### config.mk
export PLATFORM = sky130hd
export DESIGN_NAME = os_match_timer
export DESIGN_NICKNAME = d
export VERILOG_FILES = /design/src/rtl/ost_pkg.sv /design/src/rtl/ost_counter.sv /design/src/rtl/ost_match_chan.sv /design/src/rtl/ost_watchdog.sv /design/src/rtl/os_match_timer.sv
export SDC_FILE = /design/constraint.sdc
export NUM_CORES = 1
export LEC_CHECK = 0
export BUFFER_PORTS_ARGS = -buffer_cell sky130_fd_sc_hd__buf_2
export CAP_MARGIN = 20
export CORE_AREA = 2 2 153 155
export CTS_CLUSTER_SIZE = 14
export DETAILED_ROUTE_END_ITERATION = 6
export DIE_AREA = 0 0 155 157
export PLACE_DENSITY = 0.72
export SLEW_MARGIN = 5
export SYNTH_ARGS = -nofsm -noshare
export SYNTH_HDL_FRONTEND = slang
export SYNTH_SLANG_ARGS = --single-unit
### constraint.sdc
create_clock -name clk -period 4 [get_ports clk]
set_input_delay 0.2 -clock clk [delete_from_list [all_inputs] [get_ports clk]]
set_output_delay 0.2 -clock clk [all_outputs]
set_load 0.1 [all_outputs]
### src/rtl/ost_pkg.sv
package ost_pkg;
  localparam int DW     = 32;
  localparam int NCH    = 4;
  localparam int AW     = 3;
  localparam int WDG_CH = NCH - 1;

  typedef enum logic [AW-1:0] {
    REG_CMP0  = 3'd0,
    REG_CMP1  = 3'd1,
    REG_CMP2  = 3'd2,
    REG_CMP3  = 3'd3,
    REG_COUNT = 3'd4,
    REG_FLAG  = 3'd5,
    REG_MASK  = 3'd6,
    REG_WDOG  = 3'd7
  } reg_idx_e;
endpackage

### src/rtl/ost_counter.sv
module ost_counter #(
  parameter int DW = 32
) (
  input  logic          clk,
  input  logic          rst_n,
  input  logic          tick_en,
  input  logic          load_we,
  input  logic [DW-1:0] load_val,
  output logic [DW-1:0] count_q,
  output logic          step_o,
  output logic [DW-1:0] count_inc_o
);
  logic [DW-1:0] count_d;
  logic          count_ce;

  always_comb begin
    count_inc_o = count_q + {{(DW-1){1'b0}}, 1'b1};
    step_o      = tick_en && !load_we;
    count_ce    = load_we || tick_en;
    count_d     = load_we ? load_val : count_inc_o;
  end

  always_ff @(posedge clk or negedge rst_n) begin
    if (!rst_n)        count_q <= '0;
    else if (count_ce) count_q <= count_d;
  end

  // a tick without a load advances by exactly one, modulo 2^DW
  p_step_r3: assert property (@(posedge clk) disable iff (!rst_n)
    (tick_en && !load_we) |=> (count_q == $past(count_q) + 1'b1));
  // no tick and no load keeps the count
  p_hold_r3: assert property (@(posedge clk) disable iff (!rst_n)
    (!tick_en && !load_we) |=> $stable(count_q));
endmodule

### src/rtl/ost_match_chan.sv
module ost_match_chan #(
  parameter int DW = 32
) (
  input  logic          clk,
  input  logic          rst_n,
  input  logic          cmp_we,
  input  logic [DW-1:0] wdata,
  input  logic          step,
  input  logic [DW-1:0] count_inc,
  input  logic          clr_we,
  input  logic          clr_bit,
  input  logic          en_bit,
  output logic [DW-1:0] cmp_q,
  output logic          flag_q,
  output logic          hit_o,
  output logic          irq_o
);
  logic flag_d;

  always_comb begin
    hit_o  = step && (count_inc == cmp_q);
    flag_d = flag_q;
    if (clr_we && clr_bit) flag_d = 1'b0;
    if (hit_o)             flag_d = 1'b1;   // a new event outranks the clear
    irq_o  = flag_q && en_bit;
  end

  always_ff @(posedge clk or negedge rst_n) begin
    if (!rst_n)      cmp_q <= '0;
    else if (cmp_we) cmp_q <= wdata;
  end

  always_ff @(posedge clk or negedge rst_n) begin
    if (!rst_n) flag_q <= 1'b0;
    else        flag_q <= flag_d;
  end

  // an event always leaves the flag set
  p_hit_sets_r4: assert property (@(posedge clk) disable iff (!rst_n)
    hit_o |=> flag_q);
  // a set flag survives unless its bit is written as one
  p_sticky_r6: assert property (@(posedge clk) disable iff (!rst_n)
    (flag_q && !(clr_we && clr_bit)) |=> flag_q);
endmodule

### src/rtl/ost_watchdog.sv
module ost_watchdog (
  input  logic clk,
  input  logic rst_n,
  input  logic arm_we,
  input  logic arm_bit,
  input  logic hit,
  output logic armed_q,
  output logic rst_pulse_q
);
  logic armed_d;
  logic pulse_d;

  always_comb begin
    armed_d = armed_q || (arm_we && arm_bit);
    pulse_d = armed_q && hit;
  end

  always_ff @(posedge clk or negedge rst_n) begin
    if (!rst_n) begin
      armed_q     <= 1'b0;
      rst_pulse_q <= 1'b0;
    end else begin
      armed_q     <= armed_d;
      rst_pulse_q <= pulse_d;
    end
  end

  // once armed, stays armed until reset
  p_arm_sticky_r10: assert property (@(posedge clk) disable iff (!rst_n)
    armed_q |=> armed_q);
  // the reset pulse lasts one cycle
  p_pulse_one_r11: assert property (@(posedge clk) disable iff (!rst_n)
    rst_pulse_q |=> !rst_pulse_q);
endmodule

### src/rtl/os_match_timer.sv
module os_match_timer
  import ost_pkg::*;
#(
  parameter int DATA_W = ost_pkg::DW,
  parameter int N_CH   = ost_pkg::NCH
) (
  input  logic              clk,
  input  logic              rst_n,
  input  logic              tick_en,
  input  logic              bus_sel,
  input  logic              bus_wr,
  input  logic [AW-1:0]     bus_addr,
  input  logic [DATA_W-1:0] bus_wdata,
  output logic [DATA_W-1:0] bus_rdata,
  output logic [N_CH-1:0]   irq_o,
  output logic              wdt_rst_o
);
  localparam int WCH = N_CH - 1;

  logic                         wr_en;
  logic                         cnt_we, flag_we, mask_we, wdog_we;
  logic [N_CH-1:0]              cmp_we;
  logic [DATA_W-1:0]            count_q, count_inc;
  logic                         step;
  logic [N_CH-1:0][DATA_W-1:0]  cmp_q;
  logic [N_CH-1:0]              flag_q, hit, mask_q, mask_d;
  logic                         armed_q;

  always_comb begin
    wr_en   = bus_sel && bus_wr;
    cnt_we  = wr_en && (bus_addr == REG_COUNT);
    flag_we = wr_en && (bus_addr == REG_FLAG);
    mask_we = wr_en && (bus_addr == REG_MASK);
    wdog_we = wr_en && (bus_addr == REG_WDOG);
    mask_d  = mask_we ? bus_wdata[N_CH-1:0] : mask_q;
  end

  always_ff @(posedge clk or negedge rst_n) begin
    if (!rst_n) mask_q <= '0;
    else        mask_q <= mask_d;
  end

  ost_counter #(.DW(DATA_W)) u_cnt (
    .clk(clk), .rst_n(rst_n), .tick_en(tick_en),
    .load_we(cnt_we), .load_val(bus_wdata),
    .count_q(count_q), .step_o(step), .count_inc_o(count_inc)
  );

  for (genvar g = 0; g < N_CH; g++) begin : g_ch
    assign cmp_we[g] = wr_en && (bus_addr == AW'(g));
    ost_match_chan #(.DW(DATA_W)) u_ch (
      .clk(clk), .rst_n(rst_n), .cmp_we(cmp_we[g]), .wdata(bus_wdata),
      .step(step), .count_inc(count_inc),
      .clr_we(flag_we), .clr_bit(bus_wdata[g]), .en_bit(mask_q[g]),
      .cmp_q(cmp_q[g]), .flag_q(flag_q[g]), .hit_o(hit[g]), .irq_o(irq_o[g])
    );
  end

  ost_watchdog u_wdg (
    .clk(clk), .rst_n(rst_n), .arm_we(wdog_we), .arm_bit(bus_wdata[0]),
    .hit(hit[WCH]), .armed_q(armed_q), .rst_pulse_q(wdt_rst_o)
  );

  always_comb begin
    bus_rdata = '0;
    case (bus_addr)
      REG_COUNT: bus_rdata = count_q;
      REG_FLAG:  bus_rdata[N_CH-1:0] = flag_q;
      REG_MASK:  bus_rdata[N_CH-1:0] = mask_q;
      REG_WDOG:  bus_rdata[0] = armed_q;
      default:   bus_rdata = cmp_q[bus_addr[1:0]];
    endcase
  end

  // the reset pulse follows a channel 3 event only while the watchdog is armed
  p_pulse_cause_r11: assert property (@(posedge clk) disable iff (!rst_n)
    wdt_rst_o |-> flag_q[WCH]);
  // an interrupt line implies its mask bit is set
  p_irq_masked_r5: assert property (@(posedge clk) disable iff (!rst_n)
    $rose(irq_o[0]) |-> mask_q[0]);
endmodule

==> flow_metrics.py <==
metrics = {
    "status": {
        "status": "finished, final reports clean",
    },
    "logic_synthesis": {
        "synth-async-reset-ratio": 1.00,
        "synth_seq_cells": 170,
        "synth.avg_cell_area_um2": 10.0,
        "synth_cells": 1218,
        "synth-edff-count": 0,
        "yosysWarnings": 0,
        "synth.distinct_cells": 75,
        "yosysSeqAreaShare": 0.348,
        "synth_nets": 1259,
        "ys.flop_type": "dfrtp_1",
        "netlist_area_um2": 12200,
    },
    "place": {
        "placed_cells_incl_taps": 1533,
        "placed_area_um2": 12900,
        "gp_congestion": 1.07,
        "pre_cts_ws_ps": 476,
        "portBuffers": 76,
        "hpwl_mm": 33.6,
    },
    "timing": {
        "fin_skew_ps": 14.2,
        "slew_violations": 0,
        "worst_slack_ps": 258,
        "setup_viol": 0,
        "min_period_over_period": 0.936,
        "min_period_ps": 3740,
        "hold_viol_final": 0,
        "max_freq_mhz": 267,
        "setup_tns_ps": 0,
        "rsz0062_at_grt": "no",
        "maxSlewHeadroom": 0.364,
        "tightest_slew_ps": 930,
    },
    "clock_network": {
        "ctsResizeCount": 0,
        "cts-root-buf": "clkbuf_16",
        "cts_max_path_buffers": 2,
        "clock_sinks": 170,
        "cts_tree": "yes",
        "path_clk_slew_ps": 80,
        "post_cts_buffers": 0,
        "insertion_delay_ps": 440,
        "cts_made_buffers": 17,
        "htreeDepth": 4,
        "postCtsHoldBufs": 1,
    },
    "power_and_ir_drop": {
        "irDropWorstVdd_uv": 328,
        "leakagePower_uw": 0.00548,
        "p_per_area_nw_per_um2": 586,
    },
    "floorplan": {
        "std_cell_rows": 55,
        "core_um2": 22500,
        "die_h_um": 157,
        "dieArea_um2": 24300,
        "pin_count": 77,
        "die_w_um": 155,
        "start_util": 0.543,
    },
    "route": {
        "vias_per_cell": 6.62,
        "route.detailed.drc": 0,
        "num_vias": 10400,
        "drt_first_pass_iters": 6,
        "wirelength_mm": 44.7,
        "ant_nets": 0,
        "drt_iter0_markers": 1228,
        "routedWlPerCell_um": 28.5,
    },
    "layout": {
        "final_area_um2": 13500,
        "area_delta_synth_final_pct": 10.7,
        "nNetsFinal": 1309,
        "final_common_cell": "dfrtp_1",
        "most-common-layout-cells": "170 x dfrtp_1, 128 x nand2_1, 125 x mux2_2, 101 x o21ai_0, 85 x xnor2_1",
        "final_core_util": 0.601,
        "drive_above_1_share": 0.269,
        "fin_cells": 1567,
    },
    "global_route": {
        "grt_use_total": 0.378,
        "grt_overflow": 0,
        "grt_start_max_net_pins": 93,
        "grt_pass1_vias": 10100,
        "grt_pass1_wl_mm": 67.1,
        "antenna_found_initial": 2,
    },
    "critical_path": {
        "cp-start-kind": "flop",
        "arrival_ps": 4080,
        "cp_max_fo": 10,
        "endpoint_kind": "flop",
        "criticalPathCategory": "flop to flop",
        "crit_required_ps": 4340,
    },
    "min_path": {
        "hp-class": "input port to flop",
    },
    "flow_run": {
        "cap_violations": 0,
    },
}
-- final cells by class --
type                    count  area, um2
clock buffers              17        425
clock inverters            15        195
diodes                      1       2.50
inverters                  49        184
fillers                  1958       8970
multi-input cells         904       7340
flip-flops and latches    170       4250
repair buffers            126        777
well taps                 285        357
-- final timing paths --
path	startpoint	to	slack (ps)	depth (start not counted)
max reg2reg	u_cnt.count_q[0]	u_wdg.rst_pulse_q	260	9
max	u_cnt.count_q[0]	u_wdg.rst_pulse_q	260	9
min in group asynchronous	rst_n	g_ch[1].u_ch.cmp_q[2]	380	2
max in group asynchronous	rst_n	u_cnt.count_q[24]	2530	3
min reg2reg	g_ch[2].u_ch.cmp_q[13]	g_ch[2].u_ch.cmp_q[13]	540	1
min	bus_wdata[15]	u_cnt.count_q[15]	20	3
-- layer usage --
layer | wire [um] | GRT usage | vias to the layer above
met4 | 1740 | 0.132 | 0
met5 | 0 | 0 | -
li1 | - | - | 4522
met2 | 20100 | 0.582 | 498
met3 | 3390 | 0.0741 | 105
met1 | 19500 | 0.537 | 5256
-- cell usage after synthesis, drive strengths merged (26+ instances only) --
cell    count  share of area
inv        49          0.015
mux2      125           0.12
nor2       52          0.016
nand2     129          0.040
xnor3      26          0.048
dfrtp     170           0.35
nand4      35          0.024
xor2       36          0.026
clkbuf     41          0.013
nand3      41          0.018
xnor2      85          0.061
buf        54          0.027
o21ai     104          0.043
mux4       33          0.061
-- flip-flops by register name, indices dropped and copies added (netlist names) --
register / cells
g_ch.u_ch.cmp_q: 128
u_cnt.count_q: 32
g_ch.u_ch.flag_q: 4
mask_q: 4
u_wdg.armed_q: 1
u_wdg.rst_pulse_q: 1
-- stage by stage --
stage | hold slack [ps] | total power [uW]
after floorplan | -95.6 | 5080
after global placement | 337 | 6050
after detailed placement | 344 | 6100
after CTS | 12.8 | 7870
after global routing | 31.2 | 8230
final | 20.1 | 7930
-- report_power, final --
part           leakage (uW)  switching, uW  internal, uW
sequential          0.00209            719          2120
combinational       0.00308           1900          1430
clock              0.000303            851           909
total               0.00548           3470          4460
-- critical path, cell delays in order, from the launching register on --
cell and delay [ps]:
dfrtp_1 590, ha_1 300, and3_1 440, buf_4 220, nand4_1 320, nor3_1 480
xor2_1 170, a2111oi_0 690, nand4_1 210, nor3_1 230
-- cell families after synthesis --
logic type	share of synthesized area
simple gates	0.168
xor+xnor	0.138
mux	0.180
flops	0.348
buf+inv	0.0545
compound gates	0.110
fa+ha+maj	0.00102
Note: power is estimated with default switching activity, not from simulation.
